$ cat config.mk
export PLATFORM = sky130hd
export DESIGN_NAME = pci_clk_stop
export DESIGN_NICKNAME = d
export VERILOG_FILES = /design/src/rtl/pcs_pkg.sv /design/src/rtl/pcs_sync.sv /design/src/rtl/pcs_phase_gen.sv /design/src/rtl/pcs_ctrl.sv /design/src/rtl/pcs_lane.sv /design/src/rtl/pci_clk_stop.sv
export SDC_FILE = /design/constraint.sdc
export NUM_CORES = 1
export LEC_CHECK = 0
export CAP_MARGIN = 20
export CORE_MARGIN = 1
export CORE_UTILIZATION = 46
export CTS_CLUSTER_SIZE = 14
export DETAILED_ROUTE_END_ITERATION = 7
export PLACE_DENSITY = 0.73
export SLEW_MARGIN = 20
export SYNTH_ARGS = -nofsm -noshare
export SYNTH_HDL_FRONTEND = slang
export SYNTH_SLANG_ARGS = --single-unit
export TNS_END_PERCENT = 50
$ cat constraint.sdc
create_clock -name clk -period 1.95 [get_ports clk]
set_clock_uncertainty 0.15 [all_clocks]
set_input_delay 0.195 -clock clk [delete_from_list [all_inputs] [get_ports clk]]
set_output_delay 0.195 -clock clk [all_outputs]
set_load 0.005 [all_outputs]
$ cat src/rtl/pcs_pkg.sv
package pcs_pkg;

  // Counter value that follows cnt in a period of the given length
  function automatic int next_count(int cnt, int period);
    return (cnt == period - 1) ? 0 : cnt + 1;
  endfunction

  // True on the last low cycle of a period, where run decisions are taken
  function automatic logic is_boundary(int cnt, int period);
    return cnt == period - 1;
  endfunction

  // Reference waveform level for a given phase count
  function automatic logic phase_is_high(int cnt, int high_len);
    return cnt < high_len;
  endfunction

  // Run decision of one lane at a boundary
  function automatic logic lane_runs(logic stop_req, logic stoppable);
    return !(stop_req && stoppable);
  endfunction

endpackage

$ cat src/rtl/pcs_sync.sv
module pcs_sync #(
  parameter int  STAGES    = 2,
  parameter logic RESET_VAL = 1'b0
) (
  input  logic clk,
  input  logic rst_n,
  input  logic d_async,
  output logic q_sync
);

  logic [STAGES-1:0] chain_q;

  always_ff @(posedge clk or negedge rst_n) begin
    if (!rst_n) begin
      chain_q <= {STAGES{RESET_VAL}};
    end else begin
      chain_q <= {chain_q[STAGES-2:0], d_async};
    end
  end

  assign q_sync = chain_q[STAGES-1];

endmodule

$ cat src/rtl/pcs_phase_gen.sv
module pcs_phase_gen
  import pcs_pkg::*;
#(
  parameter int PERIOD   = 8,
  parameter int HIGH_LEN = 4,
  localparam int CW      = $clog2(PERIOD)
) (
  input  logic clk,
  input  logic rst_n,
  output logic boundary,
  output logic hi_next,
  output logic ref_q
);

  logic [CW-1:0] cnt_q;
  logic [CW-1:0] cnt_d;

  assign cnt_d    = CW'(next_count(int'(cnt_q), PERIOD));
  assign boundary = is_boundary(int'(cnt_q), PERIOD);
  assign hi_next  = phase_is_high(int'(cnt_d), HIGH_LEN);

  // Reset parks the counter on a boundary, so the first edge begins a whole period
  always_ff @(posedge clk or negedge rst_n) begin
    if (!rst_n) begin
      cnt_q <= CW'(PERIOD - 1);
      ref_q <= 1'b0;
    end else begin
      cnt_q <= cnt_d;
      ref_q <= hi_next;
    end
  end

endmodule

$ cat src/rtl/pcs_ctrl.sv
module pcs_ctrl (
  input  logic clk,
  input  logic rst_n,
  input  logic pin_run_sync,
  input  logic wr_en,
  input  logic wr_bit,
  output logic stop_req,
  output logic rd_bit
);

  logic run_bit_q;

  always_ff @(posedge clk or negedge rst_n) begin
    if (!rst_n) begin
      run_bit_q <= 1'b1;
    end else if (wr_en) begin
      run_bit_q <= wr_bit;
    end
  end

  // Either source at 0 stops the stoppable clocks
  assign stop_req = !(pin_run_sync && run_bit_q);
  assign rd_bit   = !stop_req;

endmodule

$ cat src/rtl/pcs_lane.sv
module pcs_lane
  import pcs_pkg::*;
(
  input  logic clk,
  input  logic rst_n,
  input  logic boundary,
  input  logic hi_next,
  input  logic stop_req,
  input  logic stoppable,
  output logic out_q
);

  logic run_q;
  logic run_d;

  assign run_d = boundary ? lane_runs(stop_req, stoppable) : run_q;

  always_ff @(posedge clk or negedge rst_n) begin
    if (!rst_n) begin
      run_q <= 1'b0;
      out_q <= 1'b0;
    end else begin
      run_q <= run_d;
      out_q <= hi_next & run_d;
    end
  end

endmodule

$ cat src/rtl/pci_clk_stop.sv
module pci_clk_stop #(
  parameter int NUM_PCI     = 4,
  parameter int NUM_PCIF    = 2,
  parameter int PERIOD      = 8,
  parameter int HIGH_LEN    = 4,
  parameter int SYNC_STAGES = 2
) (
  input  logic                clk,
  input  logic                rst_n,
  input  logic                stop_pin_n,
  input  logic                reg_wr_en,
  input  logic                reg_wr_bit,
  output logic                reg_rd_bit,
  input  logic [NUM_PCIF-1:0] free_run_en,
  output logic [NUM_PCI-1:0]  pci_out,
  output logic [NUM_PCIF-1:0] pcif_out
);

  // Named internal events, brought out for the checker
  logic boundary_w;
  logic hi_next_w;
  logic ref_w;
  logic pin_run_w;
  logic stop_req_w;

  pcs_sync #(.STAGES(SYNC_STAGES), .RESET_VAL(1'b0)) u_sync (
    .clk(clk), .rst_n(rst_n), .d_async(stop_pin_n), .q_sync(pin_run_w)
  );

  pcs_phase_gen #(.PERIOD(PERIOD), .HIGH_LEN(HIGH_LEN)) u_phase (
    .clk(clk), .rst_n(rst_n), .boundary(boundary_w), .hi_next(hi_next_w), .ref_q(ref_w)
  );

  pcs_ctrl u_ctrl (
    .clk(clk), .rst_n(rst_n), .pin_run_sync(pin_run_w), .wr_en(reg_wr_en),
    .wr_bit(reg_wr_bit), .stop_req(stop_req_w), .rd_bit(reg_rd_bit)
  );

  for (genvar i = 0; i < NUM_PCI; i++) begin : g_pci
    pcs_lane u_lane (
      .clk(clk), .rst_n(rst_n), .boundary(boundary_w), .hi_next(hi_next_w),
      .stop_req(stop_req_w), .stoppable(1'b1), .out_q(pci_out[i])
    );
  end

  for (genvar j = 0; j < NUM_PCIF; j++) begin : g_pcif
    pcs_lane u_lane (
      .clk(clk), .rst_n(rst_n), .boundary(boundary_w), .hi_next(hi_next_w),
      .stop_req(stop_req_w), .stoppable(!free_run_en[j]), .out_q(pcif_out[j])
    );
  end

endmodule

# Yosys cells after proc, flatten, opt, wreduce, memory -nomap -nowiden

Index checks and enable logic that the tools add are counted.

Reduce and logical (&&, ||, !) cells: 8
$add $sub $neg: 1
Muxes and demuxes: 7
Equality and inequality tests: 1
Order comparisons: 1
Bitwise logic cells: 6

Operators by type and width:

| cell                                                                   | count |
|---|---|
| 1-bit bitwise AND                                                      | 6 |
| 1-bit 2-to-1 mux                                                       | 6 |
| 1-bit zero test                                                        | 5 |
| 3-bit by 1-bit adder with 3-bit output (second input constant)         | 1 |
| 3-bit by 1-bit equality test with 1-bit output (second input constant) | 1 |
| 1-bit logical AND                                                      | 3 |
| 3-bit < comparator (second input constant)                             | 1 |
| 3-bit 2-to-1 mux                                                       | 1 |

Output and inout port bits: 7
Bits in registers: 18
Logic and storage cells: 39
Bits of input ports: 7

# Longest topological paths before layout

Word-level depth: 6
Depth in mapped cells: 5
Gate-level depth less buffers: 4

# Cells and area by module

From an unflattened synthesis, not the netlist that was laid out.

Cell total of the unflattened synthesis: 55
Area total of the unflattened synthesis: 695.7 µm²

By module, submodules not included:

| module        | sequential area each (µm²) | times used | cells an instance | area each (µm²) |
|---|---|---|---|---|
| pcs_lane      | 50.0                       | 6          | 6                 | 71.3 |
| pcs_phase_gen | 103.8                      | 1          | 10                | 155.1 |
| pcs_ctrl      | 26.3                       | 1          | 4                 | 51.3 |
| pcs_sync      | 50.0                       | 1          | 2                 | 50.0 |
| pci_clk_stop  | 0.0                        | 1          | 3                 | 11.3 |

# Worst setup path after synthesis

OpenSTA, ideal clock, no wires.

Path type: flip-flop to flip-flop
From: register u_phase.cnt_q[0]
To: register g_pcif[0].u_lane.out_q
Setup slack: 0.514 ns
Buffers on the path: 1
Data required time: 1.706 ns
Library setup time: 0.094 ns
Clock period less this slack: 1.436 ns
Stages on the path, launching flop included: 6
Arrival: 1.192 ns
Cells stage by stage: dfstp_2 > ha_1 > ha_1 > buf_6 > nor2_1 > a211oi_1

Cells in the longest elaborated chain, start to end: 4

RTL lines:

| what                                                                                                            | line                        | source |
|---|---|---|
| start, declared                                                                                                 | pcs_phase_gen.sv:15         | `logic [CW-1:0] cnt_q;` |
| start signal, assigned                                                                                          | pcs_phase_gen.sv:25         | `cnt_q <= CW'(PERIOD - 1);` |
| start signal, assigned                                                                                          | pcs_phase_gen.sv:28         | `cnt_q <= cnt_d;` |
| 3-bit by 1-bit adder with 3-bit output / 3-bit by 1-bit equality test with 1-bit output (equally long branches) | pcs_pkg.sv:5, pcs_pkg.sv:10 |  |
| 3-bit 2-to-1 mux                                                                                                | pcs_pkg.sv:5                | `return (cnt == period - 1) ? 0 : cnt + 1;` |
| 3-bit < comparator                                                                                              | pcs_pkg.sv:15               | `return cnt < high_len;` |
| 1-bit bitwise AND *                                                                                             | pcs_lane.sv:24              | `out_q <= hi_next & run_d;` |
| end signal, assigned                                                                                            | pcs_lane.sv:24              |  |
| end, declared                                                                                                   | pcs_lane.sv:10              | `output logic out_q` |

Mark *: on every way between the ends. The rest lies on a longest branch, timed or not.
A chain may end at the register's enable or synchronous reset.

# Worst setup path after layout

From: register u_ctrl.run_bit_q
To: output reg_rd_bit

Cells in the longest elaborated chain, start to end: 1

RTL lines:

| what                   | line               | source |
|---|---|---|
| start, declared        | pcs_ctrl.sv:11     | `logic run_bit_q;` |
| start signal, assigned | pcs_ctrl.sv:17     | `run_bit_q <= wr_bit;` |
| 1-bit logical AND      | pcs_ctrl.sv:22     | `assign stop_req = !(pin_run_sync && run_bit_q);` |
| end, declared          | pci_clk_stop.sv:13 | `output logic reg_rd_bit,` |

Every way passes these cells.

==> results.json <==
{
  "ys_types": 14,
  "multi_input_area_um2": 173,
  "design.die.area_mm2": 0.00165,
  "setup_violations": 0,
  "regArea_um2": 455,
  "yosysSeqAreaShare": 0.665,
  "fmax_mhz": 542,
  "fillers": 105,
  "r2r_slack_ns": 0.27,
  "reg2reg_to": "g_pcif[0].u_lane.out_q",
  "ys_ff_latch": 18,
  "io_pins": 14,
  "coreArea_mm2": 0.00135,
  "rsz0062_at_grt": "no",
  "antenna_found_initial": 0,
  "final_cell_mix": "dfrtp_1, clkdlybuf4s50_1, a21oi_1",
  "synth_area_um2": 684,
  "required_ns": 1.60,
  "cts_tree": "done",
  "rows": 13,
  "cts_resized": 0,
  "hold_class": "input pin to asynchronous set/reset pin",
  "p_per_area_mw_per_mm2": 802,
  "grt_pass1_vias": 346,
  "place_congestion": 0.667,
  "drt-initial-drc-count": 9,
  "worst_pin_slew_ns": 0.465,
  "totalPowerFinal_uw": 647,
  "syn_nets": 61,
  "wire_per_inst_um": 12.0,
  "status": "finished clean",
  "grt-ovfl-total": 0,
  "cts.sinks": 18,
  "numCtsBuffers": 3,
  "drv_slew": 0,
  "vias": 370,
  "fin_worst_hold_slack_ns": 0.0734,
  "post_cts_buffers": 0,
  "drt_wl_total_um": 923,
  "port-buffer-count": 13,
  "fp.dieH_um": 40.6,
  "final_antenna_net_count": 0,
  "fin_nets": 73,
  "cp_max_fo": 5,
  "clock_path_buffers": 2,
  "ir_worst_vdd_mv": 0.485,
  "chipWidth_um": 40.6,
  "hold_viol_final": 0,
  "via_per_inst": 4.81,
  "synth_cells": 52,
  "post-route-period-util": 0.947,
  "grt_use_total": 0.152,
  "firstDrtPassIters": 4,
  "syn_avg_cell_area_um2": 13.2,
  "final.setup.tns_ns": 0,
  "syn_to_final_growth_pct": 17.9,
  "setup.worst_path.start_class": "flop",
  "r2r-start": "u_phase.cnt_q[0]",
  "clk_latency_ns": 0.28,
  "clk_pin_slew_worst_paths_ns": 0.10,
  "start_util": 0.507,
  "crit_arrival_ns": 1.50,
  "final_common_cell": "dfrtp_1",
  "grt_pass1_wl_um": 1510,
  "leakage_uw": 0.000367,
  "layout-drive-gt1-share": 0.145,
  "htreeDepth": 1,
  "n_antenna_cell": 0,
  "worstSetupPathType": "flop to primary output",
  "maxCapViolations": 0,
  "utilization": 0.598,
  "drc_errors": 0,
  "finalCriticalPeriod_ns": 1.85,
  "cts_hold_buf": 0,
  "cts-root-buf": "clkbuf_4",
  "yosys_warnings": 0,
  "setup.worst_path.end_class": "primary output",
  "grt_max_degree": 14,
  "ff2ff_path_depth": 4,
  "slew_headroom": 0.689
}
-- how the worst max path moves through the flow --
stage | startpoint | to | slack [ns] | cells past startpoint
after floorplan | u_phase.cnt_q[0] | g_pcif[0].u_lane.out_q | 0.51 | 5
after global placement | u_phase.cnt_q[0] | g_pcif[0].u_lane.out_q | 0.34 | 4
after detailed placement | u_phase.cnt_q[0] | g_pcif[0].u_lane.out_q | 0.27 | 4
after CTS | u_ctrl.run_bit_q | reg_rd_bit | 0.1 | 2
after global routing | u_ctrl.run_bit_q | reg_rd_bit | 0.02 | 2
final | u_ctrl.run_bit_q | reg_rd_bit | 0.10 | 2
-- routing by layer --
| layer | vias up | track usage | part of all wire | wire [µm] |
|---|---|---|---|---|
| li1 | 188 | - | - | - |
| met1 | 170 | 0.191 | 0.51 | 469 |
| met2 | 10 | 0.218 | 0.45 | 412 |
| met3 | 2 | 0.0333 | 0.036 | 33 |
| met4 | 0 | 0.125 | 0.0087 | 8 |
| met5 | - | 0 | 0 | 0 |
-- per-stage QoR --
step	instances	setup slack (ns)	area [µm²]
2_1_floorplan	52	0.514	684
3_3_place_gp	74	0.336	785
3_5_place_dp	74	0.269	785
4_1_cts	77	0.0968	807
5_1_grt	77	0.0209	807
6_report	77	0.104	807
-- registers in the layout (all words and copies together), names as in the netlist --
signal,cells
g_pci.u_lane.run_q,4
g_pcif.u_lane.out_q,2
u_phase.cnt_q,3
u_sync.chain_q,2
u_ctrl.run_bit_q,1
g_pci.u_lane.out_q,4
g_pcif.u_lane.run_q,2
-- area by class of cell --
type / instances / area share
Clock buffer: 3 / 0.0279
Multi-Input combinational cell: 27 / 0.214
Sequential cell: 18 / 0.564
Tap cell: 15 / 0.0233
Timing Repair Buffer: 14 / 0.171
-- kinds of logic after synthesis --
kind of cell | after synthesis | share of synthesized area
DFF | 18 | 0.665
muxes | 1 | 0.0165
adders and majority gates | 2 | 0.0366
buffers and inverters | 7 | 0.0823
AOI/OAI and AO/OA | 10 | 0.0804
and+or+nand+nor | 14 | 0.119
-- synthesized netlist by cell type --
| cell | instances | area (µm²) |
|---|---|---|
| dfrtp_1 | 14 | 350 |
| a21oi_1 | 8 | 40.0 |
| buf_4 | 6 | 45.0 |
| dfstp_2 | 4 | 105 |
| nand2_1 | 4 | 15.0 |
| nand2b_1 | 4 | 25.0 |
| nor2_1 | 3 | 11.3 |
| a211oi_1 | 2 | 15.0 |
| ha_1 | 2 | 25.0 |
| and2_1 | 1 | 6.26 |
| buf_6 | 1 | 11.3 |
| mux2_1 | 1 | 11.3 |
| nand3_4 | 1 | 17.5 |
| nor2b_1 | 1 | 6.26 |
-- power by group --
part           internal, µW  total, µW  switching [µW]
clock network          71.6        174             102
logic                  40.1       64.8            24.7
registers               398        409            10.9
-- worst max-delay path: stages (launching register included) --
cell and delay [ns]:
dfstp_2 0.60, and2_1 0.13, clkdlybuf4s50_1 0.49
Note: power is estimated with default switching activity, not from simulation.
